[config.mk]
export PLATFORM = sky130hd
export DESIGN_NAME = intsel_cpu
export DESIGN_NICKNAME = d
export VERILOG_FILES = /design/src/rtl/intsel_pkg.sv /design/src/rtl/intsel_qualify.sv /design/src/rtl/intsel_tree.sv /design/src/rtl/intsel_gate.sv /design/src/rtl/intsel_cpu.sv
export SDC_FILE = /design/constraint.sdc
export NUM_CORES = 1
export LEC_CHECK = 0
export BUFFER_PORTS_ARGS = -buffer_cell sky130_fd_sc_hd__clkbuf_2
export CORE_AREA = 2 2 484 486
export CTS_BUF_LIST = sky130_fd_sc_hd__clkbuf_4 sky130_fd_sc_hd__clkbuf_8
export DETAILED_ROUTE_END_ITERATION = 12
export DIE_AREA = 0 0 486 488
export PLACE_DENSITY = 0.3
export SYNTH_ARGS = -nofsm -noshare
export SYNTH_HDL_FRONTEND = slang
export SYNTH_SLANG_ARGS = --single-unit
[constraint.sdc]
create_clock -name clk -period 1.45 [get_ports clk]
set_input_delay 0.29 -clock clk [delete_from_list [all_inputs] [get_ports clk]]
set_output_delay 0.29 -clock clk [all_outputs]
set_load 0.05 [all_outputs]
[src/rtl/intsel_pkg.sv]
package intsel_pkg;
  localparam int ID_W       = 10;
  localparam int PRIO_W     = 8;
  localparam int PRIV_LIMIT = 32;
  localparam logic [ID_W-1:0]   SPURIOUS_ID = 10'd1023;
  localparam logic [PRIO_W:0]   IDLE_PRIO   = 9'h100;

  // One candidate as seen by the comparator tree; prio is one bit wider so
  // an empty slot can hold a value no real priority reaches.
  typedef struct packed {
    logic [PRIO_W:0] prio;
    logic [ID_W-1:0] id;
    logic            grp;
  } cand_t;

  localparam cand_t NO_CAND = '{prio: IDLE_PRIO, id: SPURIOUS_ID, grp: 1'b0};
endpackage

[src/rtl/intsel_qualify.sv]
module intsel_qualify
  import intsel_pkg::*;
#(
  parameter int NUM_SRC = 64,
  parameter int CPU_W   = 8,
  parameter int CPU_IDX = 0
) (
  input  logic [NUM_SRC-1:0]        src_enable,
  input  logic [NUM_SRC-1:0]        src_pending,
  input  logic [NUM_SRC-1:0]        src_group,
  input  logic [NUM_SRC*PRIO_W-1:0] src_prio,
  input  logic [NUM_SRC*CPU_W-1:0]  src_target,
  output cand_t                     leaf [NUM_SRC]
);
  logic unused_tgt;
  assign unused_tgt = ^src_target;

  for (genvar i = 0; i < NUM_SRC; i++) begin : g_src
    logic routed;
    if (i < PRIV_LIMIT) begin : g_priv
      assign routed = 1'b1;
    end else begin : g_shared
      assign routed = src_target[i*CPU_W + CPU_IDX];
    end

    always_comb begin
      if (src_enable[i] && src_pending[i] && routed) begin
        leaf[i].prio = {1'b0, src_prio[i*PRIO_W +: PRIO_W]};
        leaf[i].id   = ID_W'(i);
        leaf[i].grp  = src_group[i];
      end else begin
        leaf[i] = NO_CAND;
      end
    end
  end
endmodule

[src/rtl/intsel_tree.sv]
module intsel_tree
  import intsel_pkg::*;
#(
  parameter int NUM_SRC = 64
) (
  input  cand_t leaf [NUM_SRC],
  output cand_t best
);
  localparam int LVLS  = (NUM_SRC > 1) ? $clog2(NUM_SRC) : 0;
  localparam int SLOTS = 1 << LVLS;
  localparam int NODES = 2 * SLOTS - 1;

  cand_t node [NODES];

  // Heap layout: leaves at SLOTS-1.., left child always covers lower ids,
  // so keeping the left operand on a tie keeps the lower-numbered source.
  always_comb begin
    for (int i = 0; i < SLOTS; i++) begin
      if (i < NUM_SRC) node[SLOTS-1+i] = leaf[i];
      else             node[SLOTS-1+i] = NO_CAND;
    end
    for (int k = SLOTS - 2; k >= 0; k--) begin
      if (node[2*k+2].prio < node[2*k+1].prio) node[k] = node[2*k+2];
      else                                     node[k] = node[2*k+1];
    end
  end

  assign best = node[0];


  always_comb begin
    best_range_chk: assert ((best.prio == IDLE_PRIO) || (int'(best.id) < NUM_SRC))
      else $error("winner identifier outside source range");
  end
endmodule

[src/rtl/intsel_gate.sv]
module intsel_gate
  import intsel_pkg::*;
(
  input  cand_t           best,
  input  logic [1:0]      sys_grp_en,
  input  logic [1:0]      cpu_grp_en,
  input  logic            cpu_fast_en,
  input  logic [PRIO_W-1:0] prio_mask,
  input  logic [PRIO_W:0] run_prio,
  output logic            nxt_irq,
  output logic            nxt_fiq,
  output logic [ID_W-1:0] nxt_id
);
  logic any_grp;
  logic below_mask;
  logic below_run;
  logic grp_ok;

  assign any_grp    = (|sys_grp_en) && (|cpu_grp_en);
  assign below_mask = best.prio < {1'b0, prio_mask};
  assign below_run  = best.prio < run_prio;
  assign grp_ok     = sys_grp_en[best.grp] && cpu_grp_en[best.grp];

  always_comb begin
    nxt_irq = 1'b0;
    nxt_fiq = 1'b0;
    nxt_id  = SPURIOUS_ID;
    if (any_grp && below_mask) begin
      nxt_id = best.id;
      if (below_run && grp_ok) begin
        if (!best.grp && cpu_fast_en) nxt_fiq = 1'b1;
        else                          nxt_irq = 1'b1;
      end
    end
  end


  always_comb begin
    next_one_line_chk: assert (!(nxt_irq && nxt_fiq))
      else $error("both lines selected");
  end
endmodule

[src/rtl/intsel_cpu.sv]
module intsel_cpu
  import intsel_pkg::*;
#(
  parameter int NUM_SRC = 64,
  parameter int CPU_W   = 8,
  parameter int CPU_IDX = 0
) (
  input  logic                      clk,
  input  logic                      rst_n,
  input  logic [NUM_SRC-1:0]        src_enable,
  input  logic [NUM_SRC-1:0]        src_pending,
  input  logic [NUM_SRC-1:0]        src_group,
  input  logic [NUM_SRC*8-1:0]      src_prio,
  input  logic [NUM_SRC*CPU_W-1:0]  src_target,
  input  logic [1:0]                sys_grp_en,
  input  logic [1:0]                cpu_grp_en,
  input  logic                      cpu_fast_en,
  input  logic [7:0]                prio_mask,
  input  logic [8:0]                run_prio,
  output logic                      irq_o,
  output logic                      fiq_o,
  output logic [9:0]                pend_id
);
  cand_t           leaf [NUM_SRC];
  cand_t           best;
  logic            nxt_irq;
  logic            nxt_fiq;
  logic [ID_W-1:0] nxt_id;
  logic            upd_en;
  logic            irq_q;
  logic            fiq_q;
  logic [ID_W-1:0] id_q;

  intsel_qualify #(.NUM_SRC(NUM_SRC), .CPU_W(CPU_W), .CPU_IDX(CPU_IDX)) u_qual (
    .src_enable  (src_enable),
    .src_pending (src_pending),
    .src_group   (src_group),
    .src_prio    (src_prio),
    .src_target  (src_target),
    .leaf        (leaf)
  );

  intsel_tree #(.NUM_SRC(NUM_SRC)) u_tree (
    .leaf (leaf),
    .best (best)
  );

  intsel_gate u_gate (
    .best        (best),
    .sys_grp_en  (sys_grp_en),
    .cpu_grp_en  (cpu_grp_en),
    .cpu_fast_en (cpu_fast_en),
    .prio_mask   (prio_mask),
    .run_prio    (run_prio),
    .nxt_irq     (nxt_irq),
    .nxt_fiq     (nxt_fiq),
    .nxt_id      (nxt_id)
  );

  // Clock enable: registers only toggle when the decision moves.
  always_comb begin
    upd_en = (nxt_irq != irq_q) || (nxt_fiq != fiq_q) || (nxt_id != id_q);
  end

  always_ff @(posedge clk or negedge rst_n) begin
    if (!rst_n) begin
      irq_q <= 1'b0;
      fiq_q <= 1'b0;
      id_q  <= SPURIOUS_ID;
    end else if (upd_en) begin
      irq_q <= nxt_irq;
      fiq_q <= nxt_fiq;
      id_q  <= nxt_id;
    end
  end

  assign irq_o   = irq_q;
  assign fiq_o   = fiq_q;
  assign pend_id = id_q;


  one_line_chk: assert property (@(posedge clk) disable iff (!rst_n)
    !(irq_o && fiq_o));


  grp_off_chk: assert property (@(posedge clk) disable iff (!rst_n)
    (!(|sys_grp_en) || !(|cpu_grp_en)) |=> (!irq_o && !fiq_o && pend_id == SPURIOUS_ID));


  fast_src_chk: assert property (@(posedge clk) disable iff (!rst_n)
    fiq_o |-> $past(cpu_fast_en));


  line_has_id_chk: assert property (@(posedge clk) disable iff (!rst_n)
    (irq_o || fiq_o) |-> (pend_id != SPURIOUS_ID));
endmodule

==> flow_summary.yaml <==
synthesis:
  syn_inst: 3642
  synth_compound_area_share_pct: 31.01
  ys_seq_area_share_pct: 0.9878
  synth_async_sr_flop_share_pct: 100.0
  synthFlopType: "dfstp_2"
  synth-simple-area-share_pct: 28.98
  yosysTopAreaCell: "ha_1"
  synth_top_family_by_area: "compound AO/OA/AOI/OAI gates"
  netlist_area_sq_mm: 0.02369
  synthMuxAreaShare_pct: 6.619
  synth_area_leaders: "ha_1, nand2_1, o21ai_0, a21oi_1, a21o_1"
  synthAdderAreaFrac_pct: 25.59
  synth_xor_area_share_pct: 0
  yosysMostFrequentCell: "nand2_1"
  synth-seq-cells: 9
  synth_common_cells: "nand2_1, ha_1, o21ai_0, inv_1, a21oi_1"
  ys_types: 89
  ys.warnings.count: 0
  yosys.area.top_type_share_pct: 25.46
  syn_nets: 5364
  avgSynthCellArea_sq_um: 6.503
  synth_edf_count: 0
timing:
  post-route-period-util_pct: 905.5
  timing_worst_slew_pin_value_ns: 0.8479
  fmax_mhz: 76.17
  setup_slack_ns: -11.68
  setup_tns_ns: -104.35
  slew_headroom_pct: 42.99
  layout_min_cycle_time_ns: 13.13
  hold_violations: 0
  setup-violations-final: 9
  rsz0062_at_grt: "true"
  maxSlewViolCount: 0
die:
  rows: 177
  start_util_pct: 10.21
  die_area_sq_mm: 0.2372
  ioPinCount: 1252
  die_w_um: 486
  core_sq_mm: 0.2319
  fp.dieH_um: 488
finish:
  finalNetCount: 7828
  final_util_pct: 20.25
  drive_gt1_share_pct: 50.04
  syn2layout_area_growth_pct: 98.29
  fillers: 26510
  final_area_sq_mm: 0.04697
power_and_ir_drop:
  leakage_nw: 24.26
  irDropWorstVdd_mv: 4.416
  power.density_mw_per_mm2: 2589
place:
  port-buffer-count: 771
  routabilityCongestion: 0.8610
  hpwl_um: 140300
  dpl-instance-area_sq_mm: 0.04412
run_status:
  outcome: "complete, but fails checks"
  failed_checks: "setup timing"
setup_path:
  cpMostUsedCell: "buf_4"
  path_buf_inv: 32
  required_ns: 1.62
  worstPathArrival_ns: 13.30
  worstSetupStartpointType: "input pin"
  crit_fanout: 7
  worst-path-stages: 90
  path_delay_family: "compound AO/OA/AOI/OAI gates"
  max_stage_delay_ns: 0.35
  cp-end-kind: "register"
  slowest_stage: "a311o_1"
  critPathKind: "input pin to register"
clock_network:
  cts_made_buffers: 3
  cts_tree: "done"
  clk_path_buf_depth: 2
  clock_sinks: 9
  htreeDepth: 1
  cts_root_buf: "clkbuf_8"
  clk_pin_slew_ns: 0.05
detailed_routing:
  drt_pre_antenna_iters: 5
  wl_per_cell_um: 16.68
  drt_wl_total_um: 152700
  avgViaCountPerCell: 3.822
  drt_iter0_markers: 1275
  drtAntennaViolNets: 0
  vias: 34990
  drcViolationCount: 0
global_routing:
  antenna_found_initial: 47
  grt-ovfl-total: 0
  grt_pass1_vias: 35840
  grt_pass1_wl_um: 223500
  grt_max_degree: 19
  track_usage_pct: 12.32
worst_hold_path:
  holdPathStages: 4
  holdCritPathClass: "input pin to register"
job:
  maxCapViolCount: 0
flip-flops by register name, summed over array words and instances (netlist names):
| register | flops |
|---|---|
| pend_id | 7 |
| irq_o | 1 |
| fiq_o | 1 |
power breakdown:
part / internal (mW) / switching (mW) / leakage (nW)
logic: 62.4 / 58.4 / 24.1
registers: 0.368 / 0.0476 / 0.102
clock network: 0.211 / 0.109 / 0.0262
through the flow:
step / hold WS, ns / setup WS (ns) / cells / power [mW]
6_report: 0.4048 / -11.68 / 9156 / 121.6
3_5_place_dp: 0.1796 / -13.11 / 8993 / 105.5
2_1_floorplan: -0.005591 / -12.12 / 3642 / 54.45
3_3_place_gp: 0.1818 / -13.22 / 8993 / 107.7
5_1_grt: 0.4178 / -12.59 / 9155 / 130.5
4_1_cts: 0.3943 / -11.68 / 9112 / 118.9
final cells by class:
type                    instances  area, sq um  share of cell area, %
repair buffers               2601        17930                  38.19
multi-input cells            3216        23880                  50.85
inverters                     275         1040                  2.214
flip-flops and latches          9        234.0                 0.4982
well taps                    3043         3807                  8.107
diodes                          8        20.02                0.04263
clock buffers                   4        48.80                 0.1039
what timing repair did:
action                                 4_1_cts  5_1_grt
resized for setup                          288      125
buffers inserted                           112       36
cloned                                       3        1
hold buffers                                 1        0
setup endpoints to repair                   15        9
pin swaps                                   69       42
endpoints found under the hold margin        2        0
routing by layer:
metal	part of all wire [%]	vias to the layer above	track usage (%)
met5	0.058	-	0
met4	1.4	14	2.000
met3	2.2	105	0.5684
met2	49	637	22.07
met1	47	15950	16.43
li1	-	18280	-
final timing paths:
| kind | from | to | slack (ns) |
|---|---|---|---|
| min in group asynchronous | rst_n | fiq_o | 0.58 |
| worst min-delay path | sys_grp_en[1] | irq_o | 0.40 |
| max in group asynchronous | rst_n | pend_id[5] | 0.61 |
| worst max-delay path | src_pending[21] | pend_id[3] | -11.68 |
cell usage in the layout, fill, tap and decap left out, drive strengths merged, types with 135 or more instances in the layout:
cell type / netlist / layout
a21o: 150 / 150
a21oi: 271 / 271
and3: 135 / 135
buf: 22 / 1832
clkbuf: 122 / 771
ha: 482 / 482
inv: 275 / 274
nand2: 602 / 602
nor2: 229 / 230
o21ai: 321 / 321
kinds of logic (layout without fill, tap and decap cells):
logic type,count (synthesis),in the layout
other cells,0,8
simple gates,1444,1445
buf+inv,419,2880
mux,148,148
fa+ha+maj,485,485
compound gates,1137,1138
flops,9,9
(Power assumes the default switching activity.)
